### src/rtl/ata_probe_pkg.sv
package ata_probe_pkg;
  typedef enum logic [3:0] {
    ST_IDLE, ST_FLOAT, ST_SEL, ST_CLR, ST_CMD, ST_CHK,
    ST_BSY, ST_SIGM, ST_SIGH, ST_DRQ, ST_DATA
  } probe_state_e;

  localparam logic [2:0] RES_DISK    = 3'd0;
  localparam logic [2:0] RES_FLOAT   = 3'd1;
  localparam logic [2:0] RES_NODEV   = 3'd2;
  localparam logic [2:0] RES_NONDISK = 3'd3;
  localparam logic [2:0] RES_ERROR   = 3'd4;
  localparam logic [2:0] RES_TIMEOUT = 3'd5;

  localparam logic [2:0] OFS_DATA = 3'd0;
  localparam logic [2:0] OFS_CNT  = 3'd2;
  localparam logic [2:0] OFS_MID  = 3'd4;
  localparam logic [2:0] OFS_HI   = 3'd5;
  localparam logic [2:0] OFS_DEV  = 3'd6;
  localparam logic [2:0] OFS_STAT = 3'd7;

  localparam logic [7:0] CMD_IDENT  = 8'hEC;
  localparam logic [7:0] DEV_BASE   = 8'hA0;
  localparam int         BIT_BUSY   = 7;
  localparam int         BIT_DREQ   = 3;
  localparam int         BIT_FAULT  = 0;

  localparam int WRD_CAP28 = 60;
  localparam int WRD_FEAT  = 83;
  localparam int BIT_L48   = 10;
  localparam int WRD_CAP48 = 100;
endpackage

### src/rtl/ata_probe_timer.sv
module ata_probe_timer #(
  parameter int TMO_W = 16
) (
  input  logic             clk,
  input  logic             rst_n,
  input  logic             clr_i,
  input  logic             miss_i,
  input  logic [TMO_W-1:0] limit_i,
  output logic             expire_o
);
  logic [TMO_W-1:0] cnt_q, cnt_d;
  logic             cnt_en;

  assign cnt_en   = clr_i | miss_i;
  assign cnt_d    = clr_i ? '0 : cnt_q + 1'b1;
  assign expire_o = miss_i && (cnt_q == limit_i - 1'b1);

  always_ff @(posedge clk or negedge rst_n) begin
    if (!rst_n)      cnt_q <= '0;
    else if (cnt_en) cnt_q <= cnt_d;
  end
endmodule

### src/rtl/ata_probe_capture.sv
module ata_probe_capture
  import ata_probe_pkg::*;
#(
  parameter int WORDS = 256,
  parameter int IDX_W = $clog2(WORDS)
) (
  input  logic             clk,
  input  logic             rst_n,
  input  logic             clr_i,
  input  logic             wvalid_i,
  input  logic [15:0]      wdata_i,
  output logic [IDX_W-1:0] idx_o,
  output logic             last_o,
  output logic [31:0]      cap28_o,
  output logic [63:0]      cap48_o,
  output logic             l48_o
);
  localparam int CAP48_WORDS = 4;

  logic [IDX_W-1:0] idx_q;
  logic [31:0]      c28_q;
  logic [63:0]      c48_q;
  logic             l48_q;

  assign idx_o   = idx_q;
  assign last_o  = (idx_q == IDX_W'(WORDS - 1));
  assign cap28_o = c28_q;
  assign cap48_o = c48_q;
  assign l48_o   = l48_q;

  always_ff @(posedge clk or negedge rst_n) begin
    if (!rst_n) begin
      idx_q <= '0;
      c28_q <= '0;
      c48_q <= '0;
      l48_q <= 1'b0;
    end else if (clr_i) begin
      idx_q <= '0;
      c28_q <= '0;
      c48_q <= '0;
      l48_q <= 1'b0;
    end else if (wvalid_i) begin
      idx_q <= idx_q + 1'b1;
      if (idx_q == IDX_W'(WRD_CAP28))     c28_q[15:0]  <= wdata_i;
      if (idx_q == IDX_W'(WRD_CAP28 + 1)) c28_q[31:16] <= wdata_i;
      if (idx_q == IDX_W'(WRD_FEAT))      l48_q        <= wdata_i[BIT_L48];
      for (int k = 0; k < CAP48_WORDS; k++)
        if (idx_q == IDX_W'(WRD_CAP48 + k)) c48_q[16*k +: 16] <= wdata_i;
    end
  end
endmodule

### src/rtl/ata_probe_fsm.sv
module ata_probe_fsm
  import ata_probe_pkg::*;
(
  input  logic        clk,
  input  logic        rst_n,
  input  logic        start_i,
  input  logic        unit_i,
  input  logic [15:0] rdata_i,
  input  logic        expire_i,
  input  logic        last_i,
  output logic [2:0]  addr_o,
  output logic        rd_o,
  output logic        wr_o,
  output logic [15:0] wdata_o,
  output logic        tmr_clr_o,
  output logic        tmr_miss_o,
  output logic        cap_clr_o,
  output logic        wvalid_o,
  output logic        done_o,
  output logic [2:0]  result_o,
  output logic [7:0]  sig_mid_o,
  output logic [7:0]  sig_hi_o
);
  probe_state_e state_q, state_d;
  logic [1:0]   clr_q;
  logic         unit_q;
  logic         done_q;
  logic [2:0]   res_q;
  logic [7:0]   mid_q, hi_q;

  logic         fin;
  logic [2:0]   fin_res;
  logic         mid_ld, hi_ld;
  logic [7:0]   rbyte;

  assign rbyte     = rdata_i[7:0];
  assign done_o    = done_q;
  assign result_o  = res_q;
  assign sig_mid_o = mid_q;
  assign sig_hi_o  = hi_q;

  always_comb begin
    state_d    = state_q;
    addr_o     = OFS_STAT;
    rd_o       = 1'b0;
    wr_o       = 1'b0;
    wdata_o    = '0;
    tmr_clr_o  = 1'b0;
    tmr_miss_o = 1'b0;
    cap_clr_o  = 1'b0;
    wvalid_o   = 1'b0;
    fin        = 1'b0;
    fin_res    = RES_DISK;
    mid_ld     = 1'b0;
    hi_ld      = 1'b0;
    unique case (state_q)
      ST_IDLE: if (start_i) begin
        cap_clr_o = 1'b1;
        state_d   = ST_FLOAT;
      end
      ST_FLOAT: begin
        rd_o = 1'b1;
        if (rbyte == 8'hFF) begin
          fin = 1'b1; fin_res = RES_FLOAT; state_d = ST_IDLE;
        end else state_d = ST_SEL;
      end
      ST_SEL: begin
        wr_o    = 1'b1;
        addr_o  = OFS_DEV;
        wdata_o = {8'h00, DEV_BASE | {3'b000, unit_q, 4'b0000}};
        state_d = ST_CLR;
      end
      ST_CLR: begin
        wr_o   = 1'b1;
        addr_o = OFS_CNT + {1'b0, clr_q};
        if (clr_q == 2'd3) state_d = ST_CMD;
      end
      ST_CMD: begin
        wr_o      = 1'b1;
        wdata_o   = {8'h00, CMD_IDENT};
        tmr_clr_o = 1'b1;
        state_d   = ST_CHK;
      end
      ST_CHK: begin
        rd_o = 1'b1;
        if (rbyte == 8'h00) begin
          fin = 1'b1; fin_res = RES_NODEV; state_d = ST_IDLE;
        end else state_d = ST_BSY;
      end
      ST_BSY: begin
        rd_o = 1'b1;
        if (!rbyte[BIT_BUSY]) begin
          tmr_clr_o = 1'b1;
          state_d   = ST_SIGM;
        end else begin
          tmr_miss_o = 1'b1;
          if (expire_i) begin
            fin = 1'b1; fin_res = RES_TIMEOUT; state_d = ST_IDLE;
          end
        end
      end
      ST_SIGM: begin
        rd_o = 1'b1; addr_o = OFS_MID; mid_ld = 1'b1; state_d = ST_SIGH;
      end
      ST_SIGH: begin
        rd_o = 1'b1; addr_o = OFS_HI; hi_ld = 1'b1;
        if ((mid_q != 8'h00) || (rbyte != 8'h00)) begin
          fin = 1'b1; fin_res = RES_NONDISK; state_d = ST_IDLE;
        end else state_d = ST_DRQ;
      end
      ST_DRQ: begin
        rd_o = 1'b1;
        if (!rbyte[BIT_BUSY] && rbyte[BIT_FAULT]) begin
          fin = 1'b1; fin_res = RES_ERROR; state_d = ST_IDLE;
        end else if (!rbyte[BIT_BUSY] && rbyte[BIT_DREQ]) begin
          state_d = ST_DATA;
        end else begin
          tmr_miss_o = 1'b1;
          if (expire_i) begin
            fin = 1'b1; fin_res = RES_TIMEOUT; state_d = ST_IDLE;
          end
        end
      end
      ST_DATA: begin
        rd_o = 1'b1; addr_o = OFS_DATA; wvalid_o = 1'b1;
        if (last_i) begin
          fin = 1'b1; fin_res = RES_DISK; state_d = ST_IDLE;
        end
      end
      default: state_d = ST_IDLE;
    endcase
  end

  always_ff @(posedge clk or negedge rst_n) begin
    if (!rst_n) begin
      state_q <= ST_IDLE;
      clr_q   <= '0;
      unit_q  <= 1'b0;
      done_q  <= 1'b0;
      res_q   <= RES_DISK;
      mid_q   <= '0;
      hi_q    <= '0;
    end else begin
      state_q <= state_d;
      done_q  <= fin;
      if (fin) res_q <= fin_res;
      if (state_q == ST_CLR) clr_q <= clr_q + 1'b1;
      else                   clr_q <= '0;
      if (cap_clr_o) begin
        unit_q <= unit_i;
        mid_q  <= '0;
        hi_q   <= '0;
      end else begin
        if (mid_ld) mid_q <= rbyte;
        if (hi_ld)  hi_q  <= rbyte;
      end
    end
  end
endmodule

### src/rtl/ata_ident_probe.sv
module ata_ident_probe #(
  parameter int TMO_W = 16,
  parameter int WORDS = 256,
  parameter int IDX_W = $clog2(WORDS)
) (
  input  logic             clk,
  input  logic             rst_n,
  input  logic             start_i,
  input  logic             unit_sel_i,
  input  logic [TMO_W-1:0] tmo_limit_i,
  output logic [2:0]       bus_addr_o,
  output logic             bus_alt_o,
  output logic             bus_rd_o,
  output logic             bus_wr_o,
  output logic [15:0]      bus_wdata_o,
  input  logic [15:0]      bus_rdata_i,
  output logic             word_valid_o,
  output logic [IDX_W-1:0] word_idx_o,
  output logic [15:0]      word_data_o,
  output logic             done_o,
  output logic [2:0]       result_o,
  output logic [7:0]       sig_mid_o,
  output logic [7:0]       sig_hi_o,
  output logic [31:0]      cap28_o,
  output logic [63:0]      cap48_o,
  output logic             lba48_ok_o
);
  logic tmr_clr, tmr_miss, tmr_exp, cap_clr, wvalid, last;

  assign bus_alt_o    = 1'b0;
  assign word_valid_o = wvalid;
  assign word_data_o  = bus_rdata_i;

  ata_probe_fsm i_fsm (
    .clk        (clk),
    .rst_n      (rst_n),
    .start_i    (start_i),
    .unit_i     (unit_sel_i),
    .rdata_i    (bus_rdata_i),
    .expire_i   (tmr_exp),
    .last_i     (last),
    .addr_o     (bus_addr_o),
    .rd_o       (bus_rd_o),
    .wr_o       (bus_wr_o),
    .wdata_o    (bus_wdata_o),
    .tmr_clr_o  (tmr_clr),
    .tmr_miss_o (tmr_miss),
    .cap_clr_o  (cap_clr),
    .wvalid_o   (wvalid),
    .done_o     (done_o),
    .result_o   (result_o),
    .sig_mid_o  (sig_mid_o),
    .sig_hi_o   (sig_hi_o)
  );

  ata_probe_timer #(.TMO_W(TMO_W)) i_timer (
    .clk      (clk),
    .rst_n    (rst_n),
    .clr_i    (tmr_clr),
    .miss_i   (tmr_miss),
    .limit_i  (tmo_limit_i),
    .expire_o (tmr_exp)
  );

  ata_probe_capture #(.WORDS(WORDS), .IDX_W(IDX_W)) i_capture (
    .clk      (clk),
    .rst_n    (rst_n),
    .clr_i    (cap_clr),
    .wvalid_i (wvalid),
    .wdata_i  (bus_rdata_i),
    .idx_o    (word_idx_o),
    .last_o   (last),
    .cap28_o  (cap28_o),
    .cap48_o  (cap48_o),
    .l48_o    (lba48_ok_o)
  );
endmodule

### config.mk
export PLATFORM = sky130hd
export DESIGN_NAME = ata_ident_probe
export DESIGN_NICKNAME = d
export VERILOG_FILES = /design/src/rtl/ata_probe_pkg.sv /design/src/rtl/ata_probe_timer.sv /design/src/rtl/ata_probe_capture.sv /design/src/rtl/ata_probe_fsm.sv /design/src/rtl/ata_ident_probe.sv
export SDC_FILE = /design/constraint.sdc
export NUM_CORES = 1
export LEC_CHECK = 0
export ABC_CLOCK_PERIOD_IN_PS = 5830
export CAP_MARGIN = 20
export CORE_MARGIN = 4
export CORE_UTILIZATION = 53
export CTS_BUF_LIST = sky130_fd_sc_hd__clkbuf_4 sky130_fd_sc_hd__clkbuf_8 sky130_fd_sc_hd__clkbuf_16
export CTS_CLUSTER_SIZE = 14
export DETAILED_ROUTE_END_ITERATION = 7
export PLACE_DENSITY = 0.95
export SLEW_MARGIN = 20
export SYNTH_ARGS = -nofsm -noshare
export SYNTH_HDL_FRONTEND = slang
export SYNTH_SLANG_ARGS = --single-unit
### constraint.sdc
create_clock -name clk -period 5.83 [get_ports clk]
set_input_delay 1.4575 -clock clk [delete_from_list [all_inputs] [get_ports clk]]
set_output_delay 1.4575 -clock clk [all_outputs]
set_load 0.05 [all_outputs]
# [After elaboration in Yosys (flattened, before gate mapping)]
# Cells that the tools add are included.
[totals] ff_bits=148 input_bits=36 out_inout_bits=164
[op_classes] add_sub_neg=5 n_eq_ne=24 n_mux=64 bitwise=1 reduce_logical=29
[op_table] op="64-bit 2-to-1 mux" n=2
[op_table] op="16-bit 2-to-1 mux" n=7
[op_table] op="32-bit 2-to-1 mux" n=2
[op_table] op="8-bit 2-to-1 mux" n=6
[op_table] op="4-bit one-hot mux with 11 select lines" n=1
[op_table] op="8-bit by 7-bit equality test with 1-bit output (second input constant)" n=5
[op_table] op="4-bit 2-to-1 mux" n=8
[op_table] op="3-bit one-hot mux with 5 select lines" n=2
[op_table] op="1-bit 2-to-1 mux" n=23
[op_table] op="2-bit nonzero test" n=10
[op_table] op="16-bit by 1-bit adder with 16-bit output (second input constant)" n=1
[op_table] op="16-bit equality test" n=1
[op_table] op="4-bit by 3-bit equality test with 1-bit output (second input constant)" n=4
[op_table] op="8-bit by 6-bit equality test with 1-bit output (second input constant)" n=2
[op_table] op="8-bit equality test (second input constant)" n=2
[op_table] op="8-bit one-hot mux with 2 select lines" n=1
[op_table] op="8-bit nonzero test" n=2
[op_table] op="16-bit by 1-bit subtractor with 16-bit output (second input constant)" n=1
[op_table] op="3-bit 2-to-1 mux" n=5
[op_table] op="2-bit AND reduction" n=7
[op_table] op="4-bit equality test (second input constant)" n=3
[op_table] op="8-bit by 1-bit adder with 8-bit output (second input constant)" n=1
[op_table] op="4-bit by 2-bit equality test with 1-bit output (second input constant)" n=2
[op_table] op="8-bit zero test" n=1
[op_table] op="17 further kinds" n=24

# [Depth between registers and ports, before layout]
# Gate-level depths: netlist of run 1.
[logic_depth] word_depth=10 ltp_mapped=11 ltp_nobuf=10

# [Hierarchy]
# A second synthesis of run 1 with hierarchy kept.
[hier_totals] cells_unflattened=757 hier_area_um2=7966.4
[by_module_without_submodules] module="ata_probe_capture" n_inst=1 cells_per_inst=387 area_per_inst_um2=4859.7 seq_area_each_um2=2627.5
[by_module_without_submodules] module="ata_probe_fsm" n_inst=1 cells_per_inst=201 area_per_inst_um2=1687.9 seq_area_each_um2=675.6
[by_module_without_submodules] module="ata_probe_timer" n_inst=1 cells_per_inst=151 area_per_inst_um2=1287.5 seq_area_each_um2=400.4
[by_module_without_submodules] module="ata_ident_probe" n_inst=1 cells_per_inst=18 area_per_inst_um2=131.4 seq_area_each_um2=0.0

# [Worst setup path before layout of run 1]
# Ideal clock, no wire load.
[synth_timing] kind="input to register" from="in tmo_limit_i[0]" to="reg i_fsm.state_q[1]" setup_time_ns=0.139 t_arrival_ns=3.764 required_ns=5.691 slack_ns=1.927 cell_stages=11 path_buffers=1 cell_sequence="inv_1 ha_1 buf_4 nor3b_2 nand2_1 or3_2 xnor2_1 nor4_1 o2111a_2 o31ai_2 or4_1"
[synth_between] elab_chain_len=7 word_cells_on_any_way=8 classes_between="add/sub: 1; eq/ne: 1; mux: 5; reduce/logical: 1"
[synth_lines] element="start: declaration" line_no="ata_ident_probe.sv:10" source="input logic [TMO_W-1:0] tmo_limit_i,"
[synth_lines] element="16-bit by 1-bit subtractor with 16-bit output (*)" line_no="ata_probe_timer.sv:16" source="assign expire_o = miss_i && (cnt_q == limit_i - 1'b1);"
[synth_lines] element="16-bit equality test (*)" line_no="ata_probe_timer.sv:16"
[synth_lines] element="1-bit logical AND (*)" line_no="ata_probe_timer.sv:16"
[synth_lines] element="4-bit 2-to-1 mux (*)"
[synth_lines] element="4-bit 2-to-1 mux (2 in series)"
[synth_lines] element="4-bit one-hot mux with 11 select lines (*)"
[synth_lines] element="end signal: assignment" line_no="ata_probe_fsm.sv:144" source="state_q <= state_d;"
[synth_lines] element="end: declaration" line_no="ata_probe_fsm.sv:24" source="probe_state_e state_q, state_d;"
# Every way passes the cells marked *; elsewhere a longest branch is shown, timed or not.
# A chain may end at the register's enable or synchronous reset.

# [Worst setup path after layout of run 1]
[layout_timing] from="in bus_rdata_i[3]" to="out word_data_o[3]"
[layout_rtl] element="start: declaration" line_no="ata_ident_probe.sv:16" source="input logic [15:0] bus_rdata_i,"
[layout_rtl] element="end: declaration" line_no="ata_ident_probe.sv:19" source="output logic [15:0] word_data_o,"
# No word-level cell between the ends.

==> summary.txt, run 1 <==
Status
  – Status: finished clean

Floorplanning
  – IO Count: 200
  – Chip Width: 127 µm
  – Starting density of the core: 0.541
  – Chip height: 127 µm
  – CORE AREA: 13800 µm²
  – Area enclosed by the die boundary: approximately 16000 µm²
  – Floorplan row count: 43

STA
  – WHS: about 460 ps
  – Transition time at the pin with the least slew margin: 1090 ps
  – Setup repair after global routing missed its margin: no
  – Period utilisation layout: 0.802
  – Post-route clock skew: 9.95 ps
  – Fin. Hold Viols: 0
  – Final critical-path required period: 4680 ps
  – Setup-violating endpoint count in the final report: 0
  – Highest achievable clock rate: approximately 0.21 GHz
  – Setup TNS Final: 0 ps
  – Final-report max-slew violation count: 0
  – Relative slew margins: 0.273

Yosys
  – Cell type with the highest aggregate area in the netlist: sky130_fd_sc_hd__dfrtp_1
  – Dominant register cell in the synthesized netlist: sky130_fd_sc_hd__dfrtp_1
  – Cell with the most instances after synthesis: sky130_fd_sc_hd__nand2_1
  – Most frequent cells after synthesis: sky130_fd_sc_hd__nand2_1, sky130_fd_sc_hd__dfrtp_1, sky130_fd_sc_hd__nor2_1
  – Synthesized area per cell: 9.16 µm²
  – Number of different library cells in the post-synthesis netlist: 58
  – Portion of synthesized cell area occupied by the leading cell type: 0.495
  – Mapped cell area: 7480 µm²
  – Synthesized flop and latch total: between 100 and 150
  – Synthesized netlist cell count: about 820
  – EDFF count, synth: 0
  – Sequential fraction of the synthesis area: 0.495
  – Synth top area cells: sky130_fd_sc_hd__dfrtp_1, sky130_fd_sc_hd__nand2_1, sky130_fd_sc_hd__mux2i_1
  – YS warnings: 0
  – Async set or reset register ratio after synthesis: 1.00

Setup path
  – Count of buffering cells on the critical path with inverters included: 2
  – Reg2Reg Launch Point: i_fsm.state_q[3]
  – CP startpoint kind: primary input
  – R2r setup slk: 2690 ps
  – Data arrival time of the critical path: 3220 ps
  – Worst setup path category: primary input to primary output
  – Max Fanout on Critical Path: 12
  – Worst reg2reg path depth: 6
  – Destination of the worst register-to-register timing path: i_capture.cap28_o[24]
  – Most frequent cell on the critical path: sky130_fd_sc_hd__clkdlybuf4s50_1
  – Largest stage delay, worst path: 920 ps
  – Cell with the biggest individual delay on the critical path: sky130_fd_sc_hd__clkdlybuf4s50_1
  – Kind of capture point of the worst setup path: primary output
  – Worst EP required: 4370 ps
  – Critical path, cell by cell: clkdlybuf4s50_1 > clkdlybuf4s50_1
  – Dominant delay contributor by cell family on the critical path: buffers and inverters

Global routing
  – Pin count of the biggest net entering global routing: ~110
  – Remaining global-route overflow: 0
  – Global-route wire length before repair: approximately 36 mm
  – Via count of the first global-routing pass: 6592
  – Global routing usage summed across all routing layers: 0.283
  – Initial antenna violation count: 0

Clock network
  – Num CTS Buffers: 17
  – Cells resized by post-CTS repair: 0
  – Clock-pin slew of the registers on the worst-case setup and hold paths: 60 ps
  – Post-CTS setup buffer count: 0
  – Buffer cell driving the clock tree root: sky130_fd_sc_hd__clkbuf_16
  – Sinks on Clock Net: 148
  – Clock tree from TritonCTS: built
  – Post-CTS Hold Fix Bufs: 0
  – Clock Path Buffers: 2
  – H-tree levels: 4
  – Insertion delay to the later sink of the worst-skew pair: 430 ps

Detailed routing
  – Average vias per placed instance: between 5 and 6
  – Detailed Route WL: 22.4 mm
  – Count of antenna-violating nets left after detailed routing: 0
  – Highest routing layer actually used: met4
  – DRC violation count after routing: 0
  – Routed vias: 6550
  – Initial DRT Pass Iterations: 5
  – Met3 WL post-DR: 2.38 mm
  – Number of violations reported at the end of detailed-routing iteration 0: between 400 and 500
  – Total met2 wirelength after detailed routing: 10.8 mm
  – Drt wl/cell: 19.5 µm
  – Met1 Wirelength: ~8.7 mm

Pwr
  – VDD IR-drop max: 351 µV
  – Post-route total power: approximately 5100 µW
  – Static Leak: approximately 0.0046 µW
  – Power density over cell area: between 500 and 600 nW/µm²

Final layout
  – Fill cell total of the finished layout: approximately 940
  – Fin area: 9820 µm²
  – # nets final: 1002
  – Synth-to-layout area growth: 31.2%
  – Antenna Cells: 0
  – Share of final-layout standard cells stronger than drive strength 1: 0.0639

Place
  – Final RePlAce weighted congestion: roughly 0.89
  – Total of buffers placed on input and output ports: 188
  – Post-placement cell area: 9230 µm²
  – Detail Placement HPWL: 14.9 mm

Hold path
  – Worst Hold Path EP: i_fsm.clr_q[0]
  – Class of the tightest hold or removal check: flop to flop
  – Hold depth: 1
  – Hold path startpoint: i_fsm.clr_q[0]

Run
  – Count of maximum capacitance violations: 0
==> layout by cell type (no fill, tap or decap), types with 3 or more instances in the layout <==
cell,instances
sky130_fd_sc_hd__a31oi_1,4
sky130_fd_sc_hd__and2_1,4
sky130_fd_sc_hd__mux2i_1,49
sky130_fd_sc_hd__or3_1,4
sky130_fd_sc_hd__clkdlybuf4s50_1,187
sky130_fd_sc_hd__clkinvlp_4,5
sky130_fd_sc_hd__xnor2_1,18
sky130_fd_sc_hd__nand2_1,162
sky130_fd_sc_hd__and3_1,6
sky130_fd_sc_hd__dfrtp_1,148
sky130_fd_sc_hd__xor2_1,23
sky130_fd_sc_hd__nand4_1,15
sky130_fd_sc_hd__conb_1,11
sky130_fd_sc_hd__a21oi_1,79
sky130_fd_sc_hd__or4_1,3
sky130_fd_sc_hd__o211ai_1,4
sky130_fd_sc_hd__clkbuf_16,17
sky130_fd_sc_hd__o21ai_0,12
sky130_fd_sc_hd__buf_4,9
sky130_fd_sc_hd__inv_1,11
sky130_fd_sc_hd__or2b_2,5
sky130_fd_sc_hd__nand3_1,13
sky130_fd_sc_hd__nor4_1,11
sky130_fd_sc_hd__ha_1,7
sky130_fd_sc_hd__nor2_1,94
sky130_fd_sc_hd__nand2b_1,4
sky130_fd_sc_hd__nor2b_1,7
sky130_fd_sc_hd__nor3_1,12
==> routing by layer <==
metal,vias up,GRT usage
met5,-,0
met4,0,0.112
met3,49,0.109
met2,336,0.455
met1,3175,0.346
li1,2990,-
==> state kept, by name, summed over array words and instances (netlist names) <==
signal	count
i_fsm.sig_mid_o	8
i_capture.cap28_o	32
i_fsm.done_o	1
i_fsm.clr_q	2
i_fsm.state_q	4
i_capture.idx_o	8
i_capture.l48_o	1
i_capture.cap48_o	64
i_fsm.sig_hi_o	8
i_fsm.result_o	3
i_timer.cnt_q	16
i_fsm.unit_q	1
==> how the worst max path moves through the flow <==
stage	startpoint	endpoint	slack, ps	cells past startpoint
after global routing	bus_rdata_i[3]	word_data_o[3]	1120	2
after detailed placement	tmo_limit_i[0]	i_fsm.state_q[1]	1070	11
after CTS	bus_rdata_i[3]	word_data_o[3]	1160	2
after floorplan	tmo_limit_i[0]	i_fsm.state_q[1]	1930	11
final	bus_rdata_i[3]	word_data_o[3]	1150	2
after global placement	tmo_limit_i[0]	i_fsm.state_q[1]	1110	11
==> metrics by stage <==
step	instances	utilization	setup WS [ps]
after floorplan	827	-	1930
after global placement	1120	0.668	1110
after CTS	1151	0.710	1160
final	1151	0.710	1150
after detailed placement	1120	0.668	1070
after global routing	1151	0.710	1120
==> worst register-to-register path: stages (launching register included) <==
cell                      delay, ps
sky130_fd_sc_hd__dfrtp_1        790
sky130_fd_sc_hd__nor2b_1        380
sky130_fd_sc_hd__nand2_1        230
sky130_fd_sc_hd__nor4_1         380
sky130_fd_sc_hd__nand2_1        700
sky130_fd_sc_hd__mux2i_1        390
sky130_fd_sc_hd__nor2_1          90
==> power by group <==
part	total [µW]	internal [µW]	switching (µW)
logic	2420	771	1650
registers	1570	1300	267
clock network	1090	650	437
==> area by class of cell <==
class / instances / area [µm²] / area share
inverter: 11 / 41.3 / 0.00421
timing repair buffer: 197 / 1950 / 0.199
sequential: 148 / 3700 / 0.377
clock inverter: 11 / 129 / 0.0131
tap: 180 / 225 / 0.0229
clock buffer: 20 / 454 / 0.0463
multi-input combinational: 584 / 3310 / 0.337
==> cells by family (layout without fill, tap and decap cells) <==
group	after synthesis	after routing	synth area share
compound gates	121	121	0.0938
other cells	1	11	0.000501
xor+xnor	41	41	0.0480
fa+ha+maj	7	7	0.0117
flops	148	148	0.495
simple gates	353	353	0.214
buf+inv	95	239	0.0686
mux	51	51	0.0686
(Power assumes the default switching activity.)
==> run 2: changes to the inputs <==
--- a/config.mk
+++ b/config.mk
@@ -5,14 +5,14 @@
 export SDC_FILE = /design/constraint.sdc
 export NUM_CORES = 1
 export LEC_CHECK = 0
-export ABC_CLOCK_PERIOD_IN_PS = 5830
+export ABC_CLOCK_PERIOD_IN_PS = 3900
 export CAP_MARGIN = 20
 export CORE_MARGIN = 4
-export CORE_UTILIZATION = 53
+export CORE_UTILIZATION = 44
 export CTS_BUF_LIST = sky130_fd_sc_hd__clkbuf_4 sky130_fd_sc_hd__clkbuf_8 sky130_fd_sc_hd__clkbuf_16
 export CTS_CLUSTER_SIZE = 14
 export DETAILED_ROUTE_END_ITERATION = 7
-export PLACE_DENSITY = 0.95
+export PLACE_DENSITY = 0.88
 export SLEW_MARGIN = 20
 export SYNTH_ARGS = -nofsm -noshare
 export SYNTH_HDL_FRONTEND = slang
==> constraint.sdc (replaced) <==
create_clock -name clk -period 3.9 [get_ports clk]
set_input_delay 0.975 -clock clk [delete_from_list [all_inputs] [get_ports clk]]
set_output_delay 0.975 -clock clk [all_outputs]
set_load 0.05 [all_outputs]
==> summary.txt, run 2 (synthesized netlist as in run 1, its figures left out) <==
Status
  – Status: finished clean (unchanged)

Final layout
  – Commonest cells after routing, fill and taps aside: sky130_fd_sc_hd__clkdlybuf4s50_1, sky130_fd_sc_hd__nand2_1, sky130_fd_sc_hd__dfrtp_1 (unchanged)
  – Antenna Cells: 0 (unchanged)
  – Most frequent standard cell in the layout excluding fill and tap cells: sky130_fd_sc_hd__clkdlybuf4s50_1 (unchanged)
  – # nets final: 1032 (was 1002)
  – Share of final-layout standard cells stronger than drive strength 1: 0.0999 (was 0.0639)
  – Final standard cell utilization of the core: 0.610 (was 0.710)
  – Flip-flop count of the largest register, all copies and words added: 64 (unchanged)
  – Fin area: 10200 µm² (was 9820 µm²)
  – Synth-to-layout area growth: 35.7% (was 31.2%)

STA
  – Post-route clock skew: 9.28 ps (was 9.95 ps)
  – Transition time at the pin with the least slew margin: 978 ps (was 1090 ps)
  – Fin. Hold Viols: 0 (unchanged)
  – Highest achievable clock rate: 0.277 GHz
  – Setup repair after global routing missed its margin: no (unchanged)
  – Relative slew margins: 0.343 (was 0.273)
  – Period utilisation layout: 0.925
  – Final-report max-slew violation count: 0 (unchanged)
  – Setup-violating endpoint count in the final report: 0 (unchanged)
  – Final critical-path required period: roughly 3600 ps
  – PnR worst setup slack: 293 ps (was 1150 ps)
  – Setup TNS Final: 0 ps (unchanged)

Pwr
  – Post-route total power: 7570 µW (was 5070 µW)
  – Static Leak: 0.00479 µW (was 0.00460 µW)
  – VDD IR-drop max: 575 µV (was 351 µV)
  – Power density over cell area: 746 nW/µm² (was 517 nW/µm²)

Clock network
  – Cells resized by post-CTS repair: 0 (unchanged)
  – Clock Path Buffers: 2 (unchanged)
  – Buffer cell driving the clock tree root: sky130_fd_sc_hd__clkbuf_16 (unchanged)
  – Post-CTS Hold Fix Bufs: 0 (unchanged)
  – Post-CTS setup buffer count: 0 (unchanged)
  – Sinks on Clock Net: 148 (unchanged)
  – Num CTS Buffers: 17 (unchanged)
  – Clock tree from TritonCTS: built (unchanged)
  – Clock-pin slew of the registers on the worst-case setup and hold paths: 60 ps (about the same)
  – H-tree levels: 4 (unchanged)
  – Insertion delay to the later sink of the worst-skew pair: 420 ps (was 430 ps)

Hold path
  – Class of the tightest hold or removal check: flop to flop (unchanged)
  – Worst Hold Path EP: i_fsm.clr_q[0] (unchanged)
  – Hold path startpoint: i_fsm.clr_q[0] (unchanged)
  – Hold depth: 1 (unchanged)

Setup path
  – Largest stage delay, worst path: 830 ps (was 920 ps)
  – Cell with the biggest individual delay on the critical path: sky130_fd_sc_hd__clkdlybuf4s50_1 (unchanged)
  – Count of buffering cells on the critical path with inverters included: 3 (was 2)
  – Critical path, cell by cell: buf_4 > nor2b_1 > nand2_1 > inv_1 > clkdlybuf4s50_1 (was clkdlybuf4s50_1 > clkdlybuf4s50_1)
  – CP startpoint kind: flop (was primary input)
  – R2r setup slk: 970 ps (was 2690 ps)
  – Worst reg2reg path depth: 9 (was 6)
  – Worst setup path category: flop to primary output (was primary input to primary output)
  – Worst EP required: 2920 ps (was 4370 ps)
  – Reg2Reg Launch Point: i_fsm.state_q[3] (unchanged)
  – Destination of the worst register-to-register timing path: i_timer.cnt_q[13] (was i_capture.cap28_o[24])
  – Count of cell instances traversed by the critical path: 5 (was 2)
  – Max Fanout on Critical Path: 13 (was 12)
  – Kind of capture point of the worst setup path: primary output (unchanged)
  – Data arrival time of the critical path: 2630 ps (was 3220 ps)
  – Dominant delay contributor by cell family on the critical path: buffers and inverters (unchanged)

Detailed routing
  – Drt wl/cell: 18.5 µm (was 19.5 µm)
  – Routed vias: 6606 (was 6550)
  – Met3 WL post-DR: 2.28 mm (was 2.38 mm)
  – Detailed Route WL: 22.6 mm (was 22.4 mm)
  – DRC violation count after routing: 0 (unchanged)
  – Total met2 wirelength after detailed routing: 11.1 mm (was 10.8 mm)
  – Initial DRT Pass Iterations: 5 (unchanged)
  – Highest routing layer actually used: met4 (unchanged)
  – Met1 Wirelength: 8.81 mm (was 8.73 mm)
  – Average vias per placed instance: 5.41 (was 5.69)
  – Number of violations reported at the end of detailed-routing iteration 0: 549 (was 441)
  – Count of antenna-violating nets left after detailed routing: 0 (unchanged)

Global routing
  – Remaining global-route overflow: 0 (unchanged)
  – Initial antenna violation count: 0 (unchanged)
  – Pin count of the biggest net entering global routing: 82 (was 111)
  – Global-route wire length before repair: 36.2 mm (was 35.7 mm)
  – Via count of the first global-routing pass: 6729 (was 6592)
  – Global routing usage summed across all routing layers: 0.236 (was 0.283)

Place
  – Final RePlAce weighted congestion: 0.905 (was 0.886)
  – Total of buffers placed on input and output ports: 188 (unchanged)
  – Post-Place Worst Slack: -8.32 ps (was 1070 ps)
  – Post-placement cell area: 9580 µm² (was 9230 µm²)
  – Detail Placement HPWL: 16.1 mm (was 14.9 mm)

Floorplanning
  – Floorplan row count: 47 (was 43)
  – Chip height: 138 µm (was 127 µm)
  – Chip Width: 138 µm (was 127 µm)
  – Starting density of the core: 0.450 (was 0.541)
  – IO Count: 200 (unchanged)
  – CORE AREA: 16600 µm² (was 13800 µm²)
  – Area enclosed by the die boundary: 19200 µm² (was 16100 µm²)

Run
  – Count of maximum capacitance violations: 0 (unchanged)
==> run 2: metal layers <==
metal | vias to the layer above | global-route usage
met5 | - | 0
met4 | 0 | 0.0666
met3 | 35 | 0.0998
met2 | 263 | 0.394
met1 | 3260 | 0.280
li1 | 3048 | -
==> run 2: layout make-up <==
class	count	area, µm²
Fill cell	1355	6490
Sequential cell	148	3700
Multi-Input combinational cell	584	3310
Timing Repair Buffer	227	2240
Clock buffer	24	503
Tap cell	220	275
Clock inverter	7	72.6
Inverter	11	41.3
==> run 2: worst max path at each step <==
stage	start	endpoint	slack (ps)
2_1_floorplan	tmo_limit_i[0]	i_fsm.state_q[1]	480
3_3_place_gp	tmo_limit_i[1]	i_fsm.state_q[1]	110
3_5_place_dp	tmo_limit_i[1]	i_fsm.state_q[1]	-8
4_1_cts	i_fsm.state_q[2]	word_valid_o	290
5_1_grt	i_fsm.state_q[2]	word_valid_o	150
6_report	i_fsm.state_q[2]	word_valid_o	290
==> run 2: stage by stage <==
step,hold slack [ps],instances
after global routing,504,1221
after detailed placement,488,1190
after global placement,453,1190
after floorplan,431,827
after CTS,494,1221
final,484,1221
==> run 2: report_power, final <==
group | switching, µW | internal (µW) | leakage, µW
registers | 336 | 1950 | 0.00200
clock network | 623 | 964 | 0.000283
logic | 2500 | 1200 | 0.00251
total | 3460 | 4110 | 0.00479
